--- src/rtl/wdt_win_pkg.sv ---
package wdt_win_pkg;

    typedef enum logic [2:0] {
        ST_OFF    = 3'd0,
        ST_SETTLE = 3'd1,
        ST_WINDOW = 3'd2,
        ST_FAULT  = 3'd3,
        ST_HOLD   = 3'd4
    } wdt_state_e;

endpackage

--- src/rtl/wdt_kick_sync.sv ---
module wdt_kick_sync #(
    parameter int STAGES = 2
) (
    input  logic clk,
    input  logic rst_n,
    input  logic din,
    output logic rise
);
    // STAGES synchroniser flops plus one history flop for edge detection
    logic [STAGES:0] sh_q;

    always_ff @(posedge clk or negedge rst_n) begin
        if (!rst_n) begin
            sh_q <= '0;
        end else begin
            sh_q <= {sh_q[STAGES-1:0], din};
        end
    end

    assign rise = sh_q[STAGES-1] & ~sh_q[STAGES];
endmodule

--- src/rtl/wdt_span_counter.sv ---
module wdt_span_counter #(
    parameter int W = 8
) (
    input  logic         clk,
    input  logic         rst_n,
    input  logic         clr,
    output logic [W-1:0] cnt
);
    localparam logic [W-1:0] TOP = '1;

    always_ff @(posedge clk or negedge rst_n) begin
        if (!rst_n) begin
            cnt <= '0;
        end else if (clr) begin
            cnt <= '0;
        end else if (cnt != TOP) begin
            cnt <= cnt + 1'b1;
        end
    end
endmodule

--- src/rtl/wdt_window_guard.sv ---
module wdt_window_guard
    import wdt_win_pkg::*;
#(
    parameter int UP_CYC     = 7_875_000,
    parameter int LOW_CYC    = UP_CYC / 8,
    parameter int PULSE_CYC  = 25_000_000,
    parameter int SETTLE_CYC = 18_750,
    parameter int SYNC_STAGES = 2
) (
    input  logic clk,
    input  logic rst_n,
    input  logic kick_i,
    input  logic arm_i,
    input  logic sup_rst_i,
    output logic fault_drive_o,
    output logic fault_rel_o
);
    localparam int MAX_A = (UP_CYC > PULSE_CYC) ? UP_CYC : PULSE_CYC;
    localparam int MAX_C = (MAX_A > SETTLE_CYC) ? MAX_A : SETTLE_CYC;
    localparam int CW    = $clog2(MAX_C + 1);
    localparam logic [CW-1:0] UP_LAST     = CW'(UP_CYC - 1);
    localparam logic [CW-1:0] PULSE_LAST  = CW'(PULSE_CYC - 1);
    localparam logic [CW-1:0] SETTLE_LAST = CW'(SETTLE_CYC - 1);
    localparam logic [CW-1:0] LOW_EDGE    = CW'(LOW_CYC);

    wdt_state_e    state_q, state_d;
    logic [CW-1:0] cnt_q;
    logic          kick_rise;
    logic          good_kick;
    logic          cnt_clr;

    wdt_kick_sync #(.STAGES(SYNC_STAGES)) u_sync (
        .clk  (clk),
        .rst_n(rst_n),
        .din  (kick_i),
        .rise (kick_rise)
    );

    wdt_span_counter #(.W(CW)) u_cnt (
        .clk  (clk),
        .rst_n(rst_n),
        .clr  (cnt_clr),
        .cnt  (cnt_q)
    );

    // next-state decision: disable beats supervisor hold beats timing
    always_comb begin
        state_d   = state_q;
        good_kick = 1'b0;
        if (!arm_i) begin
            state_d = ST_OFF;
        end else if (sup_rst_i) begin
            state_d = ST_HOLD;
        end else begin
            unique case (state_q)
                ST_OFF:    state_d = ST_SETTLE;
                ST_HOLD:   state_d = ST_WINDOW;
                ST_SETTLE: if (cnt_q == SETTLE_LAST) state_d = ST_WINDOW;
                ST_WINDOW: begin
                    if (kick_rise) begin
                        if (cnt_q < LOW_EDGE) state_d = ST_FAULT;
                        else                  good_kick = 1'b1;
                    end else if (cnt_q == UP_LAST) begin
                        state_d = ST_FAULT;
                    end
                end
                ST_FAULT:  if (cnt_q == PULSE_LAST) state_d = ST_WINDOW;
                default:   state_d = ST_SETTLE;
            endcase
        end
        cnt_clr = (state_d != state_q) || good_kick;
    end

    // state register
    always_ff @(posedge clk or negedge rst_n) begin
        if (!rst_n) state_q <= ST_SETTLE;
        else        state_q <= state_d;
    end

    // outputs: released at once whenever disabled or held
    always_comb begin
        fault_drive_o = (state_q == ST_FAULT) && arm_i && !sup_rst_i;
        fault_rel_o   = !fault_drive_o;
    end
endmodule

--- config.mk ---
export PLATFORM = sky130hd
export DESIGN_NAME = wdt_window_guard
export DESIGN_NICKNAME = d
export VERILOG_FILES = /design/src/rtl/wdt_win_pkg.sv /design/src/rtl/wdt_kick_sync.sv /design/src/rtl/wdt_span_counter.sv /design/src/rtl/wdt_window_guard.sv
export SDC_FILE = /design/constraint.sdc
export NUM_CORES = 1
export LEC_CHECK = 0
export BUFFER_PORTS_ARGS = -buffer_cell sky130_fd_sc_hd__buf_2
export CAP_MARGIN = 5
export CORE_MARGIN = 2
export CORE_UTILIZATION = 35
export CTS_CLUSTER_SIZE = 12
export DETAILED_ROUTE_END_ITERATION = 10
export GPL_TIMING_DRIVEN = 0
export SLEW_MARGIN = 10
export SYNTH_ARGS = -nofsm -noshare
export SYNTH_HDL_FRONTEND = slang
export SYNTH_SLANG_ARGS = --single-unit
--- constraint.sdc ---
create_clock -name clk -period 2.9 [get_ports clk]
set_clock_uncertainty 0.1 [all_clocks]
set_input_delay 0.145 -clock clk [delete_from_list [all_inputs] [get_ports clk]]
set_output_delay 0.145 -clock clk [all_outputs]
set_load 0.005 [all_outputs]
==> tab_implementation.tex <==
\begin{tabular}{lr}
\hline
Metric & Value \\
\hline
\multicolumn{2}{l}{\textbf{Outcome}} \\
Outcome & complete, no violations \\
\multicolumn{2}{l}{\textbf{Min path}} \\
Cell depth of the worst min-delay path & 2 \\
Path class of the lowest-slack min-delay path & in -> reg \\
\multicolumn{2}{l}{\textbf{Synthesis}} \\
Asr flop ratio synth & 100\% \\
Synth cell types & 47 \\
Most frequently used flop master after synthesis & sky130\_fd\_sc\_hd\_\_dfrtp\_1 \\
Main combinational cell family by area after synthesis & simple AND/OR/NAND/NOR gates \\
Fraction of the mapped netlist area in simple logic gates & 38.8\% \\
Yosys warning count & 0 \\
Net count of the mapped netlist & 216 \\
Fraction of the mapped netlist area in adder cells & 1.29\% \\
\#FFs+latches synth & 31 \\
Portion of netlist area occupied by mux cells & 0\% \\
Number of synthesized flops with an enable pin & 0 \\
Sequential element share of the synthesized area & 40.1\% \\
Post-Syn Area per Cell & 9.27 µm² \\
Compound-gate portion of the synthesized area & 8.01\% \\
Post-synthesis share of cell area spent on xor and xnor gates & 7.68\% \\
Synth Cell Area & 1940 µm² \\
Number of standard cells after synthesis & 209 \\
\multicolumn{2}{l}{\textbf{Critical path}} \\
CP Depth & 7 \\
Startpoint class of the critical path & register \\
Buffers plus inverters on the worst setup path & 0 \\
Critical path endpoint category & register \\
Delay of the slowest critical-path stage & 0.65 ns \\
Cell count of the worst reg-to-reg path & 7 \\
Cell family with most CP delay & simple AND/OR/NAND/NOR gates \\
Critical path peak fanout & 6 \\
Worst Path Arrival & 2.52 ns \\
Critical-path top delay cell & sky130\_fd\_sc\_hd\_\_nor4\_1 \\
Crit path cell chain & ha\_1, nand3\_1, nor4\_1, a2111oi\_2, nand3b\_1, xor2\_1, nor2\_2 \\
Data required time at the worst endpoint & 2.96 ns \\
Type of the worst setup path & reg -> reg \\
\multicolumn{2}{l}{\textbf{Pwr}} \\
Static Leak & 0.828 nW \\
Total power after layout & 0.852 mW \\
Power density relative to cell area & 395 nW/µm² \\
Peak supply drop & 0.136 mV \\
\multicolumn{2}{l}{\textbf{Detailed routing}} \\
DRC violation total after the first TritonRoute iteration & 97 \\
Average wire per cell in the routed design & 14.1 µm \\
Wirelength, routed & 4190 µm \\
DRC viols & 0 \\
Number of vias after detailed routing & 1599 \\
Antenna Violating Nets Remaining & 0 \\
Via-to-Cell Ratio & 5.38 \\
TritonRoute pass-1 iters & 4 \\
\multicolumn{2}{l}{\textbf{Clocking}} \\
Later-pin clock latency in the skew report & 0.28 ns \\
CTS tree & built \\
Number of clock sinks seen by CTS & 31 \\
H-tree depth & 2 \\
Maximum clock insertion buffer count & 2 \\
TritonCTS Buffers & 5 \\
CTS root buffer & sky130\_fd\_sc\_hd\_\_clkbuf\_8 \\
Count of cells resized by post-cts repair & 0 \\
Clock transition at the register clock pins on the worst setup and hold paths after CTS & 0.07 ns \\
\multicolumn{2}{l}{\textbf{Timing}} \\
Summed negative setup slack over all endpoints & 0 ns \\
Peak clock frequency supported by timing & 406 MHz \\
Portion of the clock cycle consumed by the worst path in the final layout & 84.9\% \\
Final max-slew violation count & 0 \\
Final hold vios & 0 \\
Setup violation total in the final timing report & 0 \\
Slew HR & 49.2\% \\
Setup repair after global routing missed its margin & no \\
Min Tclk post-route & 2.46 ns \\
Worst slew pin tran & 0.761 ns \\
\multicolumn{2}{l}{\textbf{Place}} \\
HPWL reported at the end of detailed placement & 3030 µm \\
Number of port buffers & 6 \\
RD Place Congestion & 0.850 \\
Post-detailed-placement cell area & 2060 µm² \\
\multicolumn{2}{l}{\textbf{Global routing}} \\
Gr ovfl total & 0 \\
First-pass GRT wire length & 7490 µm \\
Initial antenna violation count & 0 \\
GRT Overall Usage & 15.6\% \\
Number of global-route vias before repair & 1531 \\
Pin count of the biggest net entering global routing & 32 \\
\multicolumn{2}{l}{\textbf{Run}} \\
Max-Cap Viols & 0 \\
\multicolumn{2}{l}{\textbf{Floorplan}} \\
Die Span Y & 78.4 µm \\
Boundary pin count & 7 \\
Overall die width & 78.4 µm \\
Die footprint & 6150 µm² \\
Area of the core region & 5440 µm² \\
Number of placement rows & 27 \\
Effective utilization at floorplan & 35.6\% \\
\multicolumn{2}{l}{\textbf{Final layout}} \\
Layout overhead on the synthesized area & 11.4\% \\
Post-route cell area & 2160 µm² \\
NumNets Final & 231 \\
\# diodes & 0 \\
Layout cell share with drive strength beyond 1 & 19.1\% \\
\hline
\end{tabular}
[synthesized netlist by cell type, types with 3 or more instances]
master                      n  area share, %
sky130_fd_sc_hd__dfrtp_1   30             39
sky130_fd_sc_hd__nor2_1    23            4.5
sky130_fd_sc_hd__nand2_1   17            3.3
sky130_fd_sc_hd__nand3_1   13            3.4
sky130_fd_sc_hd__nor2_2    13            4.2
sky130_fd_sc_hd__nor3_1    10            2.6
sky130_fd_sc_hd__xor2_1     9            4.1
sky130_fd_sc_hd__nand4_1    8            2.6
sky130_fd_sc_hd__xnor2_1    8            3.6
sky130_fd_sc_hd__a21oi_1    5            1.3
sky130_fd_sc_hd__and3_1     5            1.6
sky130_fd_sc_hd__buf_2      4            1.0
sky130_fd_sc_hd__buf_6      4            2.3
sky130_fd_sc_hd__inv_1      4           0.77
sky130_fd_sc_hd__nor3b_1    4            1.5
sky130_fd_sc_hd__nor4_1     4            1.3
sky130_fd_sc_hd__nor4bb_1   4            2.1
sky130_fd_sc_hd__o21ai_0    4            1.0
sky130_fd_sc_hd__and2_1     3           0.97
sky130_fd_sc_hd__and4_1     3            1.4
sky130_fd_sc_hd__nand2b_1   3           0.97
sky130_fd_sc_hd__nor4b_2    3            2.3
[worst register-to-register path: cells and delay by family, from the launching register on]
family | cells | cell delay, ns
xor gates and xnor gates | 1 | 0.24
and+or+nand+nor | 4 | 1.01
AOI/OAI and AO/OA | 1 | 0.29
DFF | 1 | 0.43
adders and majority gates | 1 | 0.27
[cell families after synthesis]
family	Yosys count
AOI/OAI and AO/OA	21
xor gates and xnor gates	17
adders and majority gates	2
buffers and inverters	12
DFF	31
and+or+nand+nor	126
[layer usage]
layer  vias up  track usage, %  routed length [µm]
li1        788               -                   -
met1       767            21.1                1980
met2        42            23.9                1950
met3         2            3.79                 232
met4         0            6.32                  31
met5         -               0                   0
[report_power, final]
part	internal, mW	total, mW	switching (mW)	leakage, nW
Sequential	0.443	0.454	0.0109	0.419
Clock	0.170	0.320	0.150	0.0395
Combinational	0.0311	0.0785	0.0474	0.369
[sequential cells by signal, indices dropped and copies added, names as in the netlist]
name	flops
state_q	3
u_cnt.cnt	25
u_sync.sh_q	3
[placed cells by master (no fill, tap or decap), types with 2 or more instances in the layout]
master and n:
sky130_fd_sc_hd__buf_2 10, sky130_fd_sc_hd__a21oi_1 5, sky130_fd_sc_hd__xnor2_1 8, sky130_fd_sc_hd__nor2b_1 2
sky130_fd_sc_hd__buf_6 4, sky130_fd_sc_hd__and3_1 5, sky130_fd_sc_hd__nor2_1 23, sky130_fd_sc_hd__nand2b_1 3
sky130_fd_sc_hd__o21ai_0 4, sky130_fd_sc_hd__xor2_1 9, sky130_fd_sc_hd__dfrtp_1 30, sky130_fd_sc_hd__nor3_1 10
sky130_fd_sc_hd__dlygate4sd3_1 2, sky130_fd_sc_hd__nor4_1 4, sky130_fd_sc_hd__ha_1 2, sky130_fd_sc_hd__and2_1 3
sky130_fd_sc_hd__nor4b_2 3, sky130_fd_sc_hd__nand3_1 13, sky130_fd_sc_hd__inv_1 4, sky130_fd_sc_hd__clkbuf_1 3
sky130_fd_sc_hd__clkbuf_8 5, sky130_fd_sc_hd__nand2_1 17, sky130_fd_sc_hd__nor2_2 13, sky130_fd_sc_hd__nor4bb_1 4
sky130_fd_sc_hd__or4_1 2, sky130_fd_sc_hd__nand4_1 8, sky130_fd_sc_hd__nor3b_1 4, sky130_fd_sc_hd__and4_1 3
[metrics by stage]
stage	cells	hold WS (ns)	setup WS [ns]	util (%)
after floorplan	209	-0.251	0.772	-
after global placement	287	0.145	0.509	37.8
after detailed placement	287	0.147	0.475	37.8
after CTS	297	0.0483	0.435	39.7
after global routing	297	0.0556	0.273	39.7
final	297	0.0569	0.437	39.7
[final timing paths]
path                                          startpoint  slack [ns]                         to
worst max register to register  u_cnt.cnt[0]$_DFFE_PN0P_        0.44  u_cnt.cnt[23]$_DFFE_PN0P_
worst min-delay path                           sup_rst_i        0.06       state_q[2]$_DFF_PN0_
max in group asynchronous                          rst_n        1.89  u_cnt.cnt[13]$_DFFE_PN0P_
min in group asynchronous                          rst_n        0.35   u_cnt.cnt[8]$_DFFE_PN0P_
worst min register to register  u_sync.sh_q[0]$_DFF_PN0_        0.25   u_sync.sh_q[1]$_DFF_PN0_
worst max-delay path            u_cnt.cnt[0]$_DFFE_PN0P_        0.44  u_cnt.cnt[23]$_DFFE_PN0P_
[cell type report]
class / count / area [µm²]
fillers: 549 / 3280
flip-flops and latches: 31 / 777
multi-input cells: 166 / 1080
plain buffers: 8 / 65.1
well taps: 72 / 90.1
clock buffers: 8 / 80.1
inverters: 4 / 15.0
repair buffers: 8 / 50.0
[what timing repair did]
action	CTS	global route
hold buffers	2	0
setup endpoints to repair	0	0
buffers inserted	0	0
hold endpoints to repair	31	0
(Power assumes the default switching activity.)
